File: src/rtl/secded64_pkg.sv
package secded64_pkg;

  localparam int DW  = 64;
  localparam int HW  = DW / 2;
  localparam int CW  = 8;
  localparam int IW  = $clog2(DW);
  localparam int CIW = $clog2(CW);

  typedef logic [HW-1:0] half_t;
  typedef logic [CW-1:0] chk_t;
  typedef logic [DW-1:0] word_t;

  typedef struct packed {
    chk_t            chk;
    chk_t            syn;
    half_t           hi;
    half_t           lo;
    chk_t            ecc;
    logic            sbe;
    logic            ube;
    logic [IW-1:0]   dbit;
    logic            dvld;
    logic [CIW-1:0]  cbit;
    logic            cvld;
  } result_t;

  // Mask applied to the upper half for check bit i
  function automatic half_t mask_upper(int i);
    case (i)
      0: return 32'hf00fe11e;
      1: return 32'h00ff00ff;
      2: return 32'h0f0f0f0f;
      3: return 32'h11113333;
      4: return 32'h22224444;
      5: return 32'h44448888;
      6: return 32'h8888ffff;
      default: return 32'hffff1111;
    endcase
  endfunction

  // Mask applied to the lower half for check bit i
  function automatic half_t mask_lower(int i);
    case (i)
      0: return 32'hc33c0ff7;
      1: return 32'h00fff0ff;
      2: return 32'h0f0fff00;
      3: return 32'h7777000f;
      4: return 32'h8888222f;
      5: return 32'hffff4441;
      6: return 32'h11118882;
      default: return 32'h22221114;
    endcase
  endfunction

  // Parity of one check bit over both halves
  function automatic logic parity_bit(int i, half_t hi, half_t lo);
    return (^(hi & mask_upper(i))) ^ (^(lo & mask_lower(i)));
  endfunction

  // Syndrome pattern produced by a flip of data bit b
  function automatic chk_t column_code(int b);
    chk_t  c;
    half_t m;
    for (int i = 0; i < CW; i++) begin
      m    = (b < HW) ? mask_lower(i) : mask_upper(i);
      c[i] = m[b % HW];
    end
    return c;
  endfunction

endpackage

File: src/rtl/secded64_enc.sv
module secded64_enc
  import secded64_pkg::*;
(
  input  half_t hi,
  input  half_t lo,
  output chk_t  chk
);

  for (genvar i = 0; i < CW; i++) begin : g_row
    localparam half_t MH = mask_upper(i);
    localparam half_t ML = mask_lower(i);
    assign chk[i] = (^(hi & MH)) ^ (^(lo & ML));
  end

endmodule

File: src/rtl/secded64_locate.sv
module secded64_locate
  import secded64_pkg::*;
(
  input  chk_t            syn,
  output logic [IW-1:0]   dbit,
  output logic            dvld,
  output logic [CIW-1:0]  cbit,
  output logic            cvld,
  output logic            ube
);

  word_t col_hit;

  for (genvar b = 0; b < DW; b++) begin : g_col
    localparam chk_t COL = column_code(b);
    assign col_hit[b] = (syn == COL);
  end

  // Lowest matching column wins
  always_comb begin
    dbit = '0;
    dvld = 1'b0;
    for (int b = DW - 1; b >= 0; b--) begin
      if (col_hit[b]) begin
        dbit = IW'(b);
        dvld = 1'b1;
      end
    end
  end

  logic syn_single;
  assign syn_single = $onehot(syn);

  always_comb begin
    cbit = '0;
    for (int k = CW - 1; k >= 0; k--) begin
      if (syn[k]) cbit = CIW'(k);
    end
    if (!(syn_single && !dvld)) cbit = '0;
  end

  assign cvld = syn_single && !dvld;
  assign ube  = (syn != '0) && !dvld && !syn_single;

endmodule

File: src/rtl/secded64_fix.sv
module secded64_fix
  import secded64_pkg::*;
(
  input  half_t           hi,
  input  half_t           lo,
  input  chk_t            ecc,
  input  logic [IW-1:0]   dbit,
  input  logic            dvld,
  input  logic [CIW-1:0]  cbit,
  input  logic            cvld,
  output half_t           cor_hi,
  output half_t           cor_lo,
  output chk_t            cor_ecc
);

  word_t data_flip;
  chk_t  ecc_flip;

  always_comb begin
    data_flip = '0;
    if (dvld) data_flip[dbit] = 1'b1;
    ecc_flip = '0;
    if (cvld) ecc_flip[cbit] = 1'b1;
  end

  assign {cor_hi, cor_lo} = {hi, lo} ^ data_flip;
  assign cor_ecc          = ecc ^ ecc_flip;

endmodule

File: src/rtl/secded64_codec.sv
module secded64_codec
  import secded64_pkg::*;
#(
  parameter bit OUT_REG = 1'b1
) (
  input  logic              clk,
  input  logic              rst_n,
  input  logic [HW-1:0]     data_hi,
  input  logic [HW-1:0]     data_lo,
  input  logic [CW-1:0]     ecc_in,
  output logic [CW-1:0]     check_out,
  output logic [CW-1:0]     syndrome,
  output logic [HW-1:0]     data_out_hi,
  output logic [HW-1:0]     data_out_lo,
  output logic [CW-1:0]     ecc_out,
  output logic              single_err,
  output logic              multi_err,
  output logic [IW-1:0]     bad_data_bit,
  output logic              bad_data_vld,
  output logic [CIW-1:0]    bad_ecc_bit,
  output logic              bad_ecc_vld
);

  // Named internal events, visible to the bound checker
  chk_t            chk_w;
  chk_t            syn_w;
  logic [IW-1:0]   dbit_w;
  logic            dvld_w;
  logic [CIW-1:0]  cbit_w;
  logic            cvld_w;
  logic            ube_w;
  logic            sbe_w;
  half_t           cor_hi_w;
  half_t           cor_lo_w;
  chk_t            cor_ecc_w;

  secded64_enc u_enc (
    .hi  (data_hi),
    .lo  (data_lo),
    .chk (chk_w)
  );

  assign syn_w = chk_w ^ ecc_in;

  secded64_locate u_loc (
    .syn  (syn_w),
    .dbit (dbit_w),
    .dvld (dvld_w),
    .cbit (cbit_w),
    .cvld (cvld_w),
    .ube  (ube_w)
  );

  assign sbe_w = dvld_w | cvld_w;

  secded64_fix u_fix (
    .hi      (data_hi),
    .lo      (data_lo),
    .ecc     (ecc_in),
    .dbit    (dbit_w),
    .dvld    (dvld_w),
    .cbit    (cbit_w),
    .cvld    (cvld_w),
    .cor_hi  (cor_hi_w),
    .cor_lo  (cor_lo_w),
    .cor_ecc (cor_ecc_w)
  );

  result_t res_d;
  result_t res_q;

  always_comb begin
    res_d.chk  = chk_w;
    res_d.syn  = syn_w;
    res_d.hi   = cor_hi_w;
    res_d.lo   = cor_lo_w;
    res_d.ecc  = cor_ecc_w;
    res_d.sbe  = sbe_w;
    res_d.ube  = ube_w;
    res_d.dbit = dbit_w;
    res_d.dvld = dvld_w;
    res_d.cbit = cbit_w;
    res_d.cvld = cvld_w;
  end

  if (OUT_REG) begin : g_reg
    always_ff @(posedge clk or negedge rst_n) begin
      if (!rst_n) res_q <= '0;
      else        res_q <= res_d;
    end
  end else begin : g_comb
    assign res_q = res_d;
  end

  assign check_out    = res_q.chk;
  assign syndrome     = res_q.syn;
  assign data_out_hi  = res_q.hi;
  assign data_out_lo  = res_q.lo;
  assign ecc_out      = res_q.ecc;
  assign single_err   = res_q.sbe;
  assign multi_err    = res_q.ube;
  assign bad_data_bit = res_q.dbit;
  assign bad_data_vld = res_q.dvld;
  assign bad_ecc_bit  = res_q.cbit;
  assign bad_ecc_vld  = res_q.cvld;

endmodule

File: config.mk
export PLATFORM = sky130hd
export DESIGN_NAME = secded64_codec
export DESIGN_NICKNAME = d
export VERILOG_FILES = /design/src/rtl/secded64_pkg.sv /design/src/rtl/secded64_enc.sv /design/src/rtl/secded64_locate.sv /design/src/rtl/secded64_fix.sv /design/src/rtl/secded64_codec.sv
export SDC_FILE = /design/constraint.sdc
export NUM_CORES = 1
export LEC_CHECK = 0
export BUFFER_PORTS_ARGS = -buffer_cell sky130_fd_sc_hd__buf_4
export CAP_MARGIN = 20
export CELL_PAD_IN_SITES_DETAIL_PLACEMENT = 1
export CELL_PAD_IN_SITES_GLOBAL_PLACEMENT = 1
export CORE_ASPECT_RATIO = 1.2
export CORE_UTILIZATION = 42
export DETAILED_ROUTE_END_ITERATION = 16
export PLACE_DENSITY_LB_ADDON = 0.25
export SLEW_MARGIN = 10
export SYNTH_ARGS = -nofsm -noshare
export SYNTH_HDL_FRONTEND = slang
export SYNTH_SLANG_ARGS = --single-unit
File: constraint.sdc
create_clock -name clk -period 0.8 [get_ports clk]
set_input_delay 0.08 -clock clk [delete_from_list [all_inputs] [get_ports clk]]
set_output_delay 0.08 -clock clk [all_outputs]
set_load 0.05 [all_outputs]
==> results.yml, run 1 <==
outcome:
  haltStage: "clock tree synthesis (4_1_cts)"
  tool.error: "[ERROR DPL-0033] detailed placement checks failed during check placement."
  status: "aborted with a tool error"
die:
  io_pins: 175
  row_count: 52
  initial_core_util_pct: 42.9
  die_x_um: 122
  die_h_um: 146
logic_synthesis:
  syn_area_mm2: 0.00726
  syn-num-nets: 785
  synth.distinct_cells: 72
  avgSynthCellArea_um2: 10.4
  yosys.area.top_type: "dfrtp_1"
  yosys_warnings: 0
  async_flop_share_pct: 100
  synth-seq-cells: 101
  seq_area_frac_synth_pct: 34.8
  ys_top_cells_by_area: "dfrtp_1 35%, xnor2_1 17%, xor2_1 7.2%, nor3_2 3.3%, nand2_1 2.8%"
  synth_edf_count: 0
  synthFlopType: "dfrtp_1"
  yosys.area.top_type_share_pct: 34.8
  synthCells: 697
cts:
  postCtsHoldBufs: 12
  cts-htree-levels: 3
  cts_buffers: 9
  cts_root_buffer: "clkbuf_16"
  clk_path_buf_depth: 2
  cts.sinks: 101
  cts-resized-gates: 381
  post_cts_buffers: 88
place:
  placed_cell_area_mm2: 0.0111
  place_congestion: 0.934
  dp_hpwl_um: 28600
  portBuffers: 174
[synth_stat cells (all sizes together), types with 4 or more instances]
cell    instances
xnor2         149
dfrtp         101
xor2           60
nand2          56
nor3           40
nor2           31
buf            26
inv            23
o21ai          22
nand3          19
nand4          19
a21oi          15
nor3b          14
nor4           13
ha             10
xnor3          10
clkbuf          6
o22ai           6
or3             6
a211oi          5
and2            5
mux2            5
nand3b          5
xor3            5
fa              4
o32ai           4
[kinds of logic after synthesis]
logic type / synth area share [%]
flops: 34.8
compound gates: 8.10
fa+ha+maj: 2.83
simple gates: 18.1
xor+xnor: 30.9
mux: 1.19
buf+inv: 4.07
[per-stage QoR]
step	util, %	TNS, ps	hold slack, ps	worst slack [ps]	cells
floorplan	-	-263350	-216	-4230	697
global placement	65.4	-333540	-41.4	-4220	1301
detailed placement	65.4	-350840	-39.9	-4590	1301
==> run 2, diff against run 1 <==
--- a/config.mk
+++ b/config.mk
@@ -7,12 +7,9 @@
 export LEC_CHECK = 0
 export BUFFER_PORTS_ARGS = -buffer_cell sky130_fd_sc_hd__buf_4
 export CAP_MARGIN = 20
-export CELL_PAD_IN_SITES_DETAIL_PLACEMENT = 1
-export CELL_PAD_IN_SITES_GLOBAL_PLACEMENT = 1
-export CORE_ASPECT_RATIO = 1.2
-export CORE_UTILIZATION = 42
+export CORE_UTILIZATION = 40
 export DETAILED_ROUTE_END_ITERATION = 16
-export PLACE_DENSITY_LB_ADDON = 0.25
+export PLACE_DENSITY_LB_ADDON = 0.15
 export SLEW_MARGIN = 10
 export SYNTH_ARGS = -nofsm -noshare
 export SYNTH_HDL_FRONTEND = slang
==> results.yml, run 2 <==
outcome:
  status: "finished, violations left"
  violations: "negative setup slack"
hold_path:
  worstHoldPathCells: 3
  holdCritPathClass: "input pin to flip-flop"
drt:
  drtIter0Drc: 390
  via_per_inst: 5.19
  wirelength_um: 29400
  route.detailed.drc: 0
  ant_nets: 0
  num_vias: 7187
  post_drt_wl_per_cell_um: 21.2
  detail_route.first_pass.iterations: 5
logic_synthesis:
  synthCells: 697
  async_flop_share_pct: 100
  synthFlopType: "dfrtp_1"
  ys_top_cells_by_area: "dfrtp_1 35%, xnor2_1 17%, xor2_1 7.2%, nor3_2 3.3%, nand2_1 2.8%"
  synth_commonest_cells: "142 x xnor2_1, 101 x dfrtp_1, 60 x xor2_1, 55 x nand2_1, 30 x nor2_1"
  yosys.area.top_type_share_pct: 34.8
  yosys_warnings: 0
  synth_edf_count: 0
  yosysMostFrequentCell: "xnor2_1"
  synth-seq-cells: 101
  synthXorXnorAreaFrac_pct: 30.9
  synth-simple-area-share_pct: 18.1
  syn_area_mm2: 0.00726
  avgSynthCellArea_um2: 10.4
  synth_mux_area_share_pct: 1.19
  synth.distinct_cells: 72
  synth_compound_area_share_pct: 8.10
  syn-num-nets: 785
  synth_top_family_by_area: "XOR/XNOR gates"
  seq_area_frac_synth_pct: 34.8
  yosys.area.top_type: "dfrtp_1"
  synthAdderAreaFrac_pct: 2.83
cts:
  cts_buffers: 9
  clk_path_buf_depth: 2
  clkTransAtPathRegs_ps: 80
  cts_root_buffer: "clkbuf_16"
  cts_tree: "yes"
  cts.sinks: 101
  cts-htree-levels: 3
sta:
  setup_violations: 202
  finalHoldViolCount: 0
  fin_tns_setup_ps: -298160
  fmaxAchievable_ghz: 0.208
  fin_ws_ps: -4010
  slew_viol_final: 0
  relSlewSlack_pct: 70.8
  rsz0062_at_grt: "yes"
  layout_min_cycle_time_ps: 4810
  period_share_pct: 601
  tightest_slew_ps: 435
critical_path:
  cp_max_fo: 3
  startpoint_type: "input pin"
  critPathKind: "input pin to flip-flop"
  cp_data_required_time_ps: 1090
  cp-end-kind: "flip-flop"
  cp.arrival_ps: 5100
finish:
  layout_common_cells: "348 x buf_4, 101 x dfrtp_1, 94 x buf_6, 88 x xnor2_1, 52 x xor2_1"
  drive_above_1_share_pct: 59.8
  utilization_pct: 74.1
  syn2layout_area_growth_pct: 79.0
  diodes: 0
  nets: 1244
  final_common_cell: "buf_4"
die:
  io_pins: 175
  fp.dieArea_mm2: 0.0187
  coreArea_mm2: 0.0175
  die_h_um: 137
  row_count: 48
  die_x_um: 137
  initial_core_util_pct: 41.4
place:
  dp_hpwl_um: 21600
  portBuffers: 174
  place_congestion: 0.915
global_route:
  grt_pass1_vias: 7248
  grt.overflow.total: 0
  antenna_found_initial: 0
  grt_pass1_wl_um: 41600
  grt_usage_pct: 30.4
  grt_start_max_net_pins: 35
run:
  cap_violations: 0
## run 2: stage by stage
step,area [µm²],hold WS [ps],cells,worst slack (ps)
finish,13000,6.49,1386,-4010
global route,13000,3.24,1386,-4170
CTS,12100,0.0503,1366,-3980
detailed placement,11200,-49.2,1324,-4490
global placement,11200,-49.5,1324,-4220
floorplan,7870,-216,697,-4230
## run 2: critical path, stage by stage
cell     delay [ps]
buf_6            70
xnor3_2         480
xnor2_2         190
xnor2_2         170
xnor2_2         170
xnor2_2         250
xor2_2          200
ha_2            220
inv_2            40
fa_1            490
inv_2            50
fa_1            540
ha_2            180
fa_1            430
or4b_4          520
nor4_4          260
buf_4           170
nand4_1         110
nor2_1          140
buf_4           180
xor2_1          160
## run 2: repair_timing
item	CTS	global route
pin swaps	18	35
hold buffers	20	1
setup buffers	8	18
resized for setup	87	138
cloned	0	4
setup endpoints to repair	202	202
hold endpoints to repair	120	1
## run 2: layout make-up
type / instances / area (µm²)
clock buffers: 10 / 239
clock inverters: 6 / 51.3
fillers: 1201 / 4540
inverters: 23 / 93.8
multi-input cells: 542 / 5610
flip-flops and latches: 101 / 2530
well taps: 225 / 282
repair buffers: 479 / 4200
## run 2: cells by family after synthesis
group | Yosys count
buffers and inverters | 55
and+or+nand+nor | 219
muxes | 8
xor gates and xnor gates | 224
adders and majority gates | 14
DFF | 101
AOI/OAI and AO/OA | 76
## run 2: worst paths after layout
check                           start                         to  slack, ps
setup / recovery           data_hi[0]       ecc_out[5]$_DFF_PN0_      -4010
hold / removal             data_hi[0]   data_out_hi[0]$_DFF_PN0_          6
max in group asynchronous       rst_n  data_out_hi[12]$_DFF_PN0_        240
min in group asynchronous       rst_n  bad_data_bit[0]$_DFF_PN0_        110
## run 2: layer usage
layer	wire length [µm]	track usage (%)	vias to the layer above
met5	0	0	-
met4	541	6.23	0
met3	2340	7.11	41
met2	14100	49.8	319
met1	12400	40.9	3525
li1	-	-	3302
Power of run 2 is not shown: default switching activity piles up to over one toggle a cycle in this logic, so the estimate is an artifact.
==> run 3, diff against run 2 <==
--- a/config.mk
+++ b/config.mk
@@ -7,10 +7,11 @@
 export LEC_CHECK = 0
 export BUFFER_PORTS_ARGS = -buffer_cell sky130_fd_sc_hd__buf_4
 export CAP_MARGIN = 20
-export CORE_UTILIZATION = 40
+export CORE_UTILIZATION = 54
 export DETAILED_ROUTE_END_ITERATION = 16
 export PLACE_DENSITY_LB_ADDON = 0.15
 export SLEW_MARGIN = 10
 export SYNTH_ARGS = -nofsm -noshare
 export SYNTH_HDL_FRONTEND = slang
+export SYNTH_HIERARCHICAL = 1
 export SYNTH_SLANG_ARGS = --single-unit
==> results.yml, run 3 <==
logic_synthesis:
  async_flop_share_pct: 100
  synth-seq-cells: 101
  syn_area_mm2: 0.00662
  yosys.area.top_type_share_pct: 38.2
  synthFlopType: "dfrtp_1"
  synth_edf_count: 0
  yosys_warnings: 6
  ys_top_cells_by_area: "dfrtp_1 38%, xnor2_1 18%, xor2_1 8.9%, nand2_1 2.9%, xnor3_1 2.7%"
  synthCells: 632
  seq_area_frac_synth_pct: 38.2
  synth.distinct_cells: 72
  syn-num-nets: 717
  synth_commonest_cells: "135 x xnor2_1, 101 x dfrtp_1, 67 x xor2_1, 51 x nand2_1, 44 x nor2_1"
  avgSynthCellArea_um2: 10.5
  yosys.area.top_type: "dfrtp_1"
  yosysMostFrequentCell: "xnor2_1"
cts:
  cts_root_buffer: "clkbuf_16"
  cts-resized-gates: 397
  cts-htree-levels: 3
  post_cts_buffers: 71
  clk_path_buf_depth: 2
  cts.sinks: 101
  cts_buffers: 9
  postCtsHoldBufs: 7
die:
  die_h_um: 113
  die_x_um: 113
  initial_core_util_pct: 55.3
  row_count: 40
  io_pins: 175
place:
  place_congestion: 0.964
  portBuffers: 174
  place_inst: 1123
  pre_cts_ws_ps: -4580
  dp_hpwl_um: 19200
outcome:
  tool.error: "[ERROR DPL-0038] Utilization greater than 100%, impossible to legalize"
  status: "aborted with a tool error"
  haltStage: "clock tree synthesis (4_1_cts)"
==> run 3: cell types whose count changed after synthesis, sizes merged, moves of 7 or more <==
cell / change
inv: -8
nor3: -24
xor2: +7
nor2: +13
nand4: -9
o21ai: -12
nor4: -8
xnor2: -12
==> run 3: stage by stage <==
stage	utilization, %	setup TNS [ps]	area, µm²
detailed placement	81.2	-353410	9720
global placement	81.2	-342310	9720
floorplan	-	-282030	6800
==> run 3: kinds of logic after synthesis <==
family | count (synthesis) | synth area share [%]
adders and majority gates | 11 | 2.53
buffers and inverters | 45 | 3.40
DFF | 101 | 38.2
muxes | 9 | 1.61
and+or+nand+nor | 200 | 16.9
xor gates and xnor gates | 215 | 31.2
AOI/OAI and AO/OA | 51 | 6.09
